File: src/rtl/patch_pkg.sv
package patch_pkg;
  localparam logic [7:0] TRAP_OPCODE = 8'h01;
  localparam int CH_STRIDE = 4;
endpackage

File: src/rtl/patch_rst_sync.sv
module patch_rst_sync (
  input  logic clk,
  input  logic rst_ni,
  output logic rst_no
);
  logic [1:0] sync_q;

  always_ff @(posedge clk or negedge rst_ni) begin
    if (!rst_ni) sync_q <= '0;
    else         sync_q <= {sync_q[0], 1'b1};
  end

  assign rst_no = sync_q[1];
endmodule

File: src/rtl/patch_regs.sv
module patch_regs
  import patch_pkg::*;
#(
  parameter int ADDR_W = 24,
  parameter int NUM_CH = 2,
  parameter int RA_W   = 4
) (
  input  logic                           clk,
  input  logic                           rst_ni,
  input  logic                           reg_wr,
  input  logic [RA_W-1:0]                reg_addr,
  input  logic [7:0]                     reg_wdata,
  output logic [7:0]                     reg_rdata,
  input  logic [NUM_CH-1:0]              hit_set,
  output logic [NUM_CH-1:0][ADDR_W-1:0]  det_addr,
  output logic [NUM_CH-1:0]              det_en,
  output logic [NUM_CH-1:0]              hit_flag
);
  localparam int BYTES    = ADDR_W / 8;
  localparam int CTRL_OFF = CH_STRIDE * NUM_CH;
  localparam int HIT_OFF  = CTRL_OFF + 1;

  logic [NUM_CH-1:0][BYTES-1:0][7:0] abyte_q, abyte_d;
  logic [NUM_CH-1:0] en_q, en_d, hit_q, hit_d;
  logic ctrl_we, hit_we;

  assign ctrl_we = reg_wr && (reg_addr == RA_W'(CTRL_OFF));
  assign hit_we  = reg_wr && (reg_addr == RA_W'(HIT_OFF));

  // next state
  always_comb begin
    abyte_d = abyte_q;
    for (int c = 0; c < NUM_CH; c++) begin
      for (int b = 0; b < BYTES; b++) begin
        if (reg_wr && (reg_addr == RA_W'(c * CH_STRIDE + b)))
          abyte_d[c][b] = reg_wdata;
      end
    end
  end

  always_comb begin
    en_d  = ctrl_we ? reg_wdata[NUM_CH-1:0] : en_q;
    hit_d = (hit_we ? (hit_q & ~reg_wdata[NUM_CH-1:0]) : hit_q) | hit_set;
  end

  // registers
  always_ff @(posedge clk or negedge rst_ni) begin
    if (!rst_ni) begin
      abyte_q <= '0;
      en_q    <= '0;
      hit_q   <= '0;
    end else begin
      if (reg_wr)                abyte_q <= abyte_d;
      if (ctrl_we)               en_q    <= en_d;
      if (hit_we || (|hit_set))  hit_q   <= hit_d;
    end
  end

  // read mux
  always_comb begin
    reg_rdata = '0;
    for (int c = 0; c < NUM_CH; c++) begin
      for (int b = 0; b < BYTES; b++) begin
        if (reg_addr == RA_W'(c * CH_STRIDE + b)) reg_rdata = abyte_q[c][b];
      end
    end
    if (reg_addr == RA_W'(CTRL_OFF)) reg_rdata[NUM_CH-1:0] = en_q;
    if (reg_addr == RA_W'(HIT_OFF))  reg_rdata[NUM_CH-1:0] = hit_q;
  end

  assign det_addr = abyte_q;
  assign det_en   = en_q;
  assign hit_flag = hit_q;

  generate
    for (genvar c = 0; c < NUM_CH; c++) begin : g_hit_chk
      AST_HIT_SET: assert property (@(posedge clk) disable iff (!rst_ni)
        hit_set[c] |=> hit_q[c]);
      AST_HIT_HOLD: assert property (@(posedge clk) disable iff (!rst_ni)
        (hit_q[c] && !(hit_we && reg_wdata[c])) |=> hit_q[c]);
      AST_HIT_W1C: assert property (@(posedge clk) disable iff (!rst_ni)
        (hit_we && reg_wdata[c] && !hit_set[c]) |=> !hit_q[c]);
    end
  endgenerate

  AST_EN_STABLE: assert property (@(posedge clk) disable iff (!rst_ni)
    !ctrl_we |=> $stable(en_q));
endmodule

File: src/rtl/patch_lane.sv
module patch_lane
  import patch_pkg::*;
#(
  parameter int                ADDR_W = 24,
  parameter int                NUM_CH = 2,
  parameter logic [ADDR_W-1:0] ROM_LO = 24'hFF0000,
  parameter logic [ADDR_W-1:0] ROM_HI = 24'hFFFFFF
) (
  input  logic                          clk,
  input  logic                          rst_ni,
  input  logic [ADDR_W-1:0]             lane_addr,
  input  logic [7:0]                    rom_byte,
  input  logic [NUM_CH-1:0][ADDR_W-1:0] det_addr,
  input  logic [NUM_CH-1:0]             det_en,
  output logic [7:0]                    out_byte,
  output logic [NUM_CH-1:0]             ch_hit
);
  logic in_win;

  assign in_win = (lane_addr >= ROM_LO) && (lane_addr <= ROM_HI);

  generate
    for (genvar c = 0; c < NUM_CH; c++) begin : g_cmp
      assign ch_hit[c] = in_win && det_en[c] && (lane_addr == det_addr[c]);
    end
  endgenerate

  assign out_byte = (|ch_hit) ? TRAP_OPCODE : rom_byte;

  AST_SUB_VALUE: assert property (@(posedge clk) disable iff (!rst_ni)
    (out_byte != rom_byte) |-> (out_byte == TRAP_OPCODE));
  AST_DISABLED_PASS: assert property (@(posedge clk) disable iff (!rst_ni)
    (det_en == '0) |-> (out_byte == rom_byte));
  AST_OUTSIDE_PASS: assert property (@(posedge clk) disable iff (!rst_ni)
    ((lane_addr < ROM_LO) || (lane_addr > ROM_HI)) |-> (out_byte == rom_byte));
  AST_MATCH_TRAP: assert property (@(posedge clk) disable iff (!rst_ni)
    (|ch_hit) |-> (out_byte == TRAP_OPCODE));
endmodule

File: src/rtl/fetch_patch_unit.sv
module fetch_patch_unit
  import patch_pkg::*;
#(
  parameter int                ADDR_W = 24,
  parameter int                NUM_CH = 2,
  parameter int                LANES  = 2,
  parameter logic [ADDR_W-1:0] ROM_LO = 24'hFF0000,
  parameter logic [ADDR_W-1:0] ROM_HI = 24'hFFFFFF,
  localparam int               DATA_W = 8 * LANES,
  localparam int               RA_W   = $clog2(CH_STRIDE * NUM_CH + 2)
) (
  input  logic              clk,
  input  logic              rst_n,
  input  logic              reg_wr,
  input  logic [RA_W-1:0]   reg_addr,
  input  logic [7:0]        reg_wdata,
  output logic [7:0]        reg_rdata,
  input  logic              fetch_valid,
  input  logic [ADDR_W-1:0] fetch_addr,
  input  logic [DATA_W-1:0] rom_data,
  output logic [DATA_W-1:0] fetch_data
);
  localparam logic [ADDR_W-1:0] LANE_MASK = ~ADDR_W'(LANES - 1);

  logic                          rst_s_n;
  logic [NUM_CH-1:0][ADDR_W-1:0] det_addr;
  logic [NUM_CH-1:0]             det_en;
  logic [NUM_CH-1:0]             hit_flag;
  logic [NUM_CH-1:0]             hit_any;
  logic [NUM_CH-1:0]             hit_set;
  logic [LANES-1:0][NUM_CH-1:0]  lane_hit;
  logic [ADDR_W-1:0]             base_addr;

  patch_rst_sync u_rst_sync (
    .clk    (clk),
    .rst_ni (rst_n),
    .rst_no (rst_s_n)
  );

  patch_regs #(
    .ADDR_W (ADDR_W),
    .NUM_CH (NUM_CH),
    .RA_W   (RA_W)
  ) u_regs (
    .clk       (clk),
    .rst_ni    (rst_s_n),
    .reg_wr    (reg_wr),
    .reg_addr  (reg_addr),
    .reg_wdata (reg_wdata),
    .reg_rdata (reg_rdata),
    .hit_set   (hit_set),
    .det_addr  (det_addr),
    .det_en    (det_en),
    .hit_flag  (hit_flag)
  );

  assign base_addr = fetch_addr & LANE_MASK;

  generate
    for (genvar l = 0; l < LANES; l++) begin : g_lane
      patch_lane #(
        .ADDR_W (ADDR_W),
        .NUM_CH (NUM_CH),
        .ROM_LO (ROM_LO),
        .ROM_HI (ROM_HI)
      ) u_lane (
        .clk       (clk),
        .rst_ni    (rst_s_n),
        .lane_addr (base_addr + ADDR_W'(l)),
        .rom_byte  (rom_data[8*l +: 8]),
        .det_addr  (det_addr),
        .det_en    (det_en),
        .out_byte  (fetch_data[8*l +: 8]),
        .ch_hit    (lane_hit[l])
      );
    end
  endgenerate

  always_comb begin
    hit_any = '0;
    for (int l = 0; l < LANES; l++) hit_any = hit_any | lane_hit[l];
  end

  assign hit_set = fetch_valid ? hit_any : '0;

  AST_IDLE_NO_NEW_HIT: assert property (@(posedge clk) disable iff (!rst_s_n)
    (!fetch_valid && !reg_wr) |=> $stable(hit_flag));
endmodule

File: config.mk
export PLATFORM = sky130hd
export DESIGN_NAME = fetch_patch_unit
export DESIGN_NICKNAME = d
export VERILOG_FILES = /design/src/rtl/patch_pkg.sv /design/src/rtl/patch_rst_sync.sv /design/src/rtl/patch_regs.sv /design/src/rtl/patch_lane.sv /design/src/rtl/fetch_patch_unit.sv
export SDC_FILE = /design/constraint.sdc
export NUM_CORES = 1
export LEC_CHECK = 0
export CORE_MARGIN = 2
export CORE_UTILIZATION = 30
export CTS_CLUSTER_SIZE = 8
export DETAILED_ROUTE_END_ITERATION = 16
export SETUP_SLACK_MARGIN = 0.02
export SLEW_MARGIN = 20
export SYNTH_ARGS = -nofsm -noshare
export SYNTH_HDL_FRONTEND = slang
export SYNTH_SLANG_ARGS = --single-unit
File: constraint.sdc
create_clock -name clk -period 3.6 [get_ports clk]
set_input_delay 0.36 -clock clk [delete_from_list [all_inputs] [get_ports clk]]
set_output_delay 0.36 -clock clk [all_outputs]
set_load 0.005 [all_outputs]
# [Word level (Yosys, flattened, before mapping)]
# Index checks and enable logic that the tools add are counted.
[word_totals] latch_bits=0 register_bits=54 n_memories=0 inputBits=56 rom_bits=0 ramBits=0
[classes] n_mul=0 muxes=12 add_sub_neg=1 shift=0 n_reduce_logical=29 div=0 n_bitwise=4 order_cmp=4 eq_ne=11
[ops] operator="$eq 24x24->1" count=4
[ops] operator="$mux 8" count=8
[ops] operator="$ge 24x24->1 const B" count=2
[ops] operator="$le 24x24->1 const B" count=2
[ops] operator="$add 24x1->24 const B" count=1
[ops] operator="$logic_and 1x1->1" count=18
[ops] operator="$eq 4x3->1 const B" count=3
[ops] operator="$reduce_and 2->1" count=6
[ops] operator="$eq 4x4->1 const B" count=2
[ops] operator="$mux 2" count=4
[ops] operator="$reduce_or 2->1" count=3
[ops] operator="$eq 4x1->1 const B" count=1
[ops] operator="$eq 4x2->1 const B" count=1
[ops] operator="$logic_not 4->1" count=1
[ops] operator="$or 2x2->2" count=2
[ops] operator="$and 2x2->2" count=1
[ops] operator="$not 2->2" count=1
[ops] operator="$logic_or 1x1->1" count=1

# [Longest topological paths before layout]
[logic_depth] depth_word=9 ltp_mapped=6 ltp_nobuf=5

# [Cells and area by module]
# A second synthesis with hierarchy kept.
[unflattened] hier_cells=366 hier_area_um2=3838.7
[by_module_without_submodules] mod="patch_regs" cells_each=199 area_per_inst_um2=2511.2 seq_area_each_um2=1301.2 n_inst=1
[by_module_without_submodules] mod="patch_lane" cells_each=80 area_per_inst_um2=625.6 seq_area_each_um2=0.0 n_inst=2
[by_module_without_submodules] mod="patch_rst_sync" cells_each=3 area_per_inst_um2=53.8 seq_area_each_um2=50.0 n_inst=1
[by_module_without_submodules] mod="fetch_patch_unit" cells_each=4 area_per_inst_um2=22.5 seq_area_each_um2=0.0 n_inst=1

# [Worst setup path before layout]
# Ideal clock, no wire load.
[synth_timing] kind="reg-to-output" from="register u_regs.abyte_q, in the netlist u_regs.det_addr[6]" to="output port fetch_data[1]" required_ps=3240 path_slack_ps=1531 stages_incl_launch_ff=6 arrival_ps=1709 path_buffers=0 path_cell_list="dfrtp_1 xor2_1 or4_1 nor4_2 a32oi_2 and2_1"
[synth_between] elab_chain_cells=4
[synth_rtl] item="start, declared" line_no="patch_regs.sv:23" rtl="logic [NUM_CH-1:0][BYTES-1:0][7:0] abyte_q, abyte_d;"
[synth_rtl] item="start signal, assigned" line_no="patch_regs.sv:53" rtl="if (reg_wr) abyte_q <= abyte_d;"
[synth_rtl] item="$eq 24x24->1" line_no="patch_lane.sv:24" rtl="assign ch_hit[c] = in_win && det_en[c] && (lane_addr == det_addr[c]);"
[synth_rtl] item="$logic_and 1x1->1" line_no="patch_lane.sv:24"
[synth_rtl] item="$reduce_or 2->1" line_no="patch_lane.sv:28" rtl="assign out_byte = (|ch_hit) ? TRAP_OPCODE : rom_byte;"
[synth_rtl] item="$mux 8" line_no="patch_lane.sv:28"
[synth_rtl] item="end, declared" line_no="fetch_patch_unit.sv:21" rtl="output logic [DATA_W-1:0] fetch_data"
# No other way between the ends.

# [Worst setup path in the final report]
[layout_timing] from="input port fetch_addr[22]" to="output port fetch_data[0]"
[layout_between] elab_chain_cells=6 word_cells_on_any_way=11 classes_between="2 x order compare; 2 x eq/ne; 1 x mux; 6 x reduce/logical"
[layout_rtl] item="start, declared" line_no="fetch_patch_unit.sv:19" rtl="input logic [ADDR_W-1:0] fetch_addr,"
[layout_rtl] item="$ge 24x24->1 or $le 24x24->1 (tied branches)" line_no="patch_lane.sv:20" rtl="assign in_win = (lane_addr >= ROM_LO) && (lane_addr <= ROM_HI);"
[layout_rtl] item="$logic_and 1x1->1" line_no="patch_lane.sv:20"
[layout_rtl] item="$logic_and 1x1->1 (2 in a row)" line_no="patch_lane.sv:24"
[layout_rtl] item="$reduce_or 2->1 (*)" line_no="patch_lane.sv:28"
[layout_rtl] item="$mux 8 (*)" line_no="patch_lane.sv:28"
# Every way passes the cells marked *; elsewhere a longest branch is shown, timed or not.

==> flow_summary.rst <==
.. list-table::
   :header-rows: 1

   * - Metric
     - Value
   * - Leakage power
     - 1.68 nW
   * - Iter 0 DRT Violations
     - 166
   * - Fraction of post-synthesis cell area in the top cell type by area
     - a little over two fifths
   * - Number of vias in the routed layout
     - between 2000 and 3000
   * - Synth Instances
     - 284
   * - Core box area
     - roughly 0.010 mm²
   * - Status
     - completed
   * - Ratio of final minimum period to clock period
     - 93.8%
   * - Share of final-layout standard cells stronger than drive strength 1
     - 21.5%
   * - Category of the worst setup path capture point
     - output pin
   * - Post-Syn Nets
     - 340
   * - Max IR drop VDD
     - 0.211 mV
   * - Cell Area, Synth
     - around 0.0032 mm²
   * - Overall routed net length
     - 9.67 mm
   * - Top cell types by occurrence after synthesis
     - sky130_fd_sc_hd__mux2_2, sky130_fd_sc_hd__dfrtp_1, sky130_fd_sc_hd__xnor2_1
   * - DR vias/cell
     - 5.18
   * - Proportion of synthesized flip-flops having asynchronous set or reset
     - 100%
   * - Drt drc
     - 0
   * - Nature of the critical path startpoint
     - primary input
   * - Number of gates resized after cts
     - 0
   * - Setup Fix Bufs, Post-CTS
     - 0
   * - Netlist cell types
     - 36
   * - Clock transition time at the flip-flop clock pins of the worst setup and hold paths
     - 100 ps
   * - Period minus WS final
     - 3380 ps
   * - Predominant post-synthesis flop cell
     - sky130_fd_sc_hd__dfrtp_1
   * - #FFs+latches synth
     - 54
   * - Most repeated cell in the gate-level netlist after synthesis
     - sky130_fd_sc_hd__mux2_2
   * - CTS buffer count
     - 5
   * - Routed wirelength normalized by instance count
     - 18.9 µm
   * - # port buffers
     - 78
   * - Global-route wire length before repair
     - ~15 mm
   * - Setup skew after layout
     - 9.41 ps
   * - Post-detailed-route count of antenna-violating nets
     - 0
   * - Syn. warnings
     - 0
   * - Worst path max stage delay
     - 590 ps
   * - Area Growth Syn to Fin
     - 34.9%
   * - Full die area
     - 0.0114 mm²
   * - Average instance area after synthesis
     - ~11 µm²
   * - Fin util
     - 41.5%
   * - Fmax achieved
     - 0.296 GHz
   * - H-Tree Level Count
     - 2
   * - Max cap viols
     - 0
   * - GRT Resource Usage Total
     - 17.4%
   * - Worst slew margin relative to its limit
     - 54.9%
   * - Clock root cell
     - sky130_fd_sc_hd__clkbuf_8
   * - Router iterations before antenna repair
     - 5
   * - Synth area leaders
     - sky130_fd_sc_hd__dfrtp_1, sky130_fd_sc_hd__mux2_2, sky130_fd_sc_hd__xnor2_1, sky130_fd_sc_hd__and2_1, sky130_fd_sc_hd__nand4_1
   * - Signal arrival time at the worst endpoint
     - 3020 ps
   * - HPWL reported at the end of detailed placement
     - 7.49 mm
   * - GRT overflow
     - 0
   * - Number of buffers on the longest clock path
     - 2
   * - Number of buffer and inverter instances along the worst setup path
     - 2
   * - Power density of the placed cells
     - approximately 410 mW/mm²
   * - Setup Viol. Count Final
     - 0
   * - Transition time at the pin with the least slew margin
     - 674 ps
   * - Category of cells accounting for the largest share of critical-path delay
     - simple AND/OR/NAND/NOR gates
   * - Final weighted congestion of routability-driven global placement
     - 0.917
   * - IO Count
     - 80
   * - Number of enable-type register cells in the synthesized netlist
     - 0
   * - Number of global-route vias before repair
     - 2703
   * - Path type of the worst setup path
     - primary input to output pin
   * - Dominant cell type by count on the critical path
     - sky130_fd_sc_hd__clkdlybuf4s50_1
   * - Final hold violation count
     - 0
   * - Number of antenna violations at the first check in global routing
     - 0
   * - Fill cell instance count of the final layout
     - 1004
   * - Pins over their slew limit
     - 0
   * - Library cell with the largest summed area after synthesis
     - sky130_fd_sc_hd__dfrtp_1
   * - Std cell rows
     - 37
   * - CTS sink cnt
     - 54
   * - Maximum number of pins on one net before global-route repair
     - 29
   * - Req. time, crit path
     - 3240 ps
   * - Worst skew pair latency
     - approximately 320 ps
   * - Net total in the final layout
     - 431
   * - Horizontal extent of the die
     - 107 µm
   * - Diodes inserted
     - 0
   * - Die Height
     - 107 µm
   * - Tightest Hold Check Type
     - primary input to asynchronous set/reset pin
   * - Setup repair after global routing missed its margin
     - no
   * - Count of hold buffers inserted by post-cts repair
     - 0
   * - Worst hold slack across all endpoints
     - 192 ps
   * - Worst path slowest cell
     - sky130_fd_sc_hd__clkdlybuf4s50_1
   * - Setup_tns
     - 0 ps
   * - Effective utilization at floorplan
     - 30.8%
   * - CTS tree
     - built
   * - Sequential element share of the synthesized area
     - 42.5%
   * - Worst-path fanout max
     - 8
   * - Series of cell instances along the critical path
     - clkdlybuf4s50_1 > nand4_1 > or4_1 > nor4_2 > a32oi_2 > or2b_1 > clkdlybuf4s50_1
==> per-stage QoR <==
stage	power [W]	setup WS (ps)	std cells	instance area, µm²
floorplan	0.00118	1530	284	3180
global placement	0.00141	233	504	4190
detailed placement	0.00142	200	504	4190
CTS	0.00179	195	512	4290
global route	0.00187	35.8	512	4290
finish	0.00178	222	512	4290
==> power breakdown <==
part | switching, W | internal (W) | total, W
registers | 0.000137 | 0.000738 | 0.000875
clock network | 0.000213 | 0.000155 | 0.000368
logic | 0.000210 | 0.000323 | 0.000533
==> flip-flops by register name (all words and copies together) (netlist names) <==
| register | flops |
|---|---|
| u_regs.det_en | 2 |
| u_regs.hit_flag | 2 |
| u_regs.det_addr | 48 |
| u_rst_sync.sync_q | 2 |
==> final cells by class <==
cell class / instances / area [µm²] / share of cell area (%)
inverter: 3 / 11.3 / 0.263
clock buffer: 6 / 82.6 / 1.93
timing repair buffer: 89 / 863 / 20.1
multi-input combinational: 222 / 1800 / 41.9
sequential: 54 / 1350 / 31.5
clock inverter: 2 / 12.5 / 0.292
tap: 136 / 170 / 3.97
==> cell families after synthesis <==
group / count (synthesis) / synth area share (%)
AND/OR/NAND/NOR: 84 / 15.0
multiplexers: 58 / 20.4
flip-flops: 54 / 42.5
XOR/XNOR: 46 / 12.7
AO/OA/AOI/OAI: 33 / 8.30
buffers and inverters: 8 / 0.984
other: 1 / 0.118
==> worst reg2reg max path, delay by kind of cell (launching register included) <==
family,cells,cell delay (ps)
simple gates,2,1030
compound gates,1,200
xor+xnor,1,170
flops,1,420
==> metal layers <==
layer  share of wire [%]  vias to the layer above  GRT usage, %
met5                   0                        -             0
met4                 1.5                        0          4.82
met3                 7.1                       11          3.53
met2                  48                      112          28.5
met1                  44                     1311          23.5
li1                    -                     1216             -
==> cells in the final DEF, fill, tap and decap left out, types with 2 or more instances in the layout <==
cell / instances
sky130_fd_sc_hd__nand2_1: 12
sky130_fd_sc_hd__a222oi_1: 5
sky130_fd_sc_hd__a221oi_1: 2
sky130_fd_sc_hd__a22o_1: 6
sky130_fd_sc_hd__clkdlybuf4s50_1: 78
sky130_fd_sc_hd__nor4_1: 6
sky130_fd_sc_hd__clkbuf_8: 6
sky130_fd_sc_hd__a21oi_1: 5
sky130_fd_sc_hd__o21ai_0: 8
sky130_fd_sc_hd__dfrtp_1: 53
sky130_fd_sc_hd__xor2_1: 4
sky130_fd_sc_hd__a32oi_2: 2
sky130_fd_sc_hd__nand2b_1: 3
sky130_fd_sc_hd__nand3_1: 4
sky130_fd_sc_hd__xnor2_1: 42
sky130_fd_sc_hd__mux2_2: 55
sky130_fd_sc_hd__buf_4: 11
sky130_fd_sc_hd__nor2b_1: 5
sky130_fd_sc_hd__mux2i_1: 3
sky130_fd_sc_hd__nor2_1: 18
sky130_fd_sc_hd__and2_1: 15
sky130_fd_sc_hd__or2b_1: 2
sky130_fd_sc_hd__inv_1: 3
sky130_fd_sc_hd__nand4_1: 12
sky130_fd_sc_hd__nor3_1: 2
==> path summary, 6_finish.rpt <==
| kind | start | end | slack (ps) | depth (start not counted) |
|---|---|---|---|---|
| max | fetch_addr[22] | fetch_data[0] | 220 | 7 |
| min | rst_n | u_rst_sync.sync_q[0]$_DFF_PN0_ | 190 | 1 |
| max reg2reg | u_regs.det_addr[6]$_DFFE_PN0P_ | u_regs.hit_flag[0]$_DFFE_PN0P_ | 1750 | 4 |
| min reg2reg | u_rst_sync.sync_q[1]$_DFF_PN0_ | u_regs.det_addr[17]$_DFFE_PN0P_ | 270 | 0 |
| max in group asynchronous | u_rst_sync.sync_q[1]$_DFF_PN0_ | u_regs.det_addr[23]$_DFFE_PN0P_ | 2530 | 1 |
| min in group clk | u_rst_sync.sync_q[0]$_DFF_PN0_ | u_rst_sync.sync_q[1]$_DFF_PN0_ | 360 | 0 |
No activity file was read; power rests on OpenSTA's default activity.
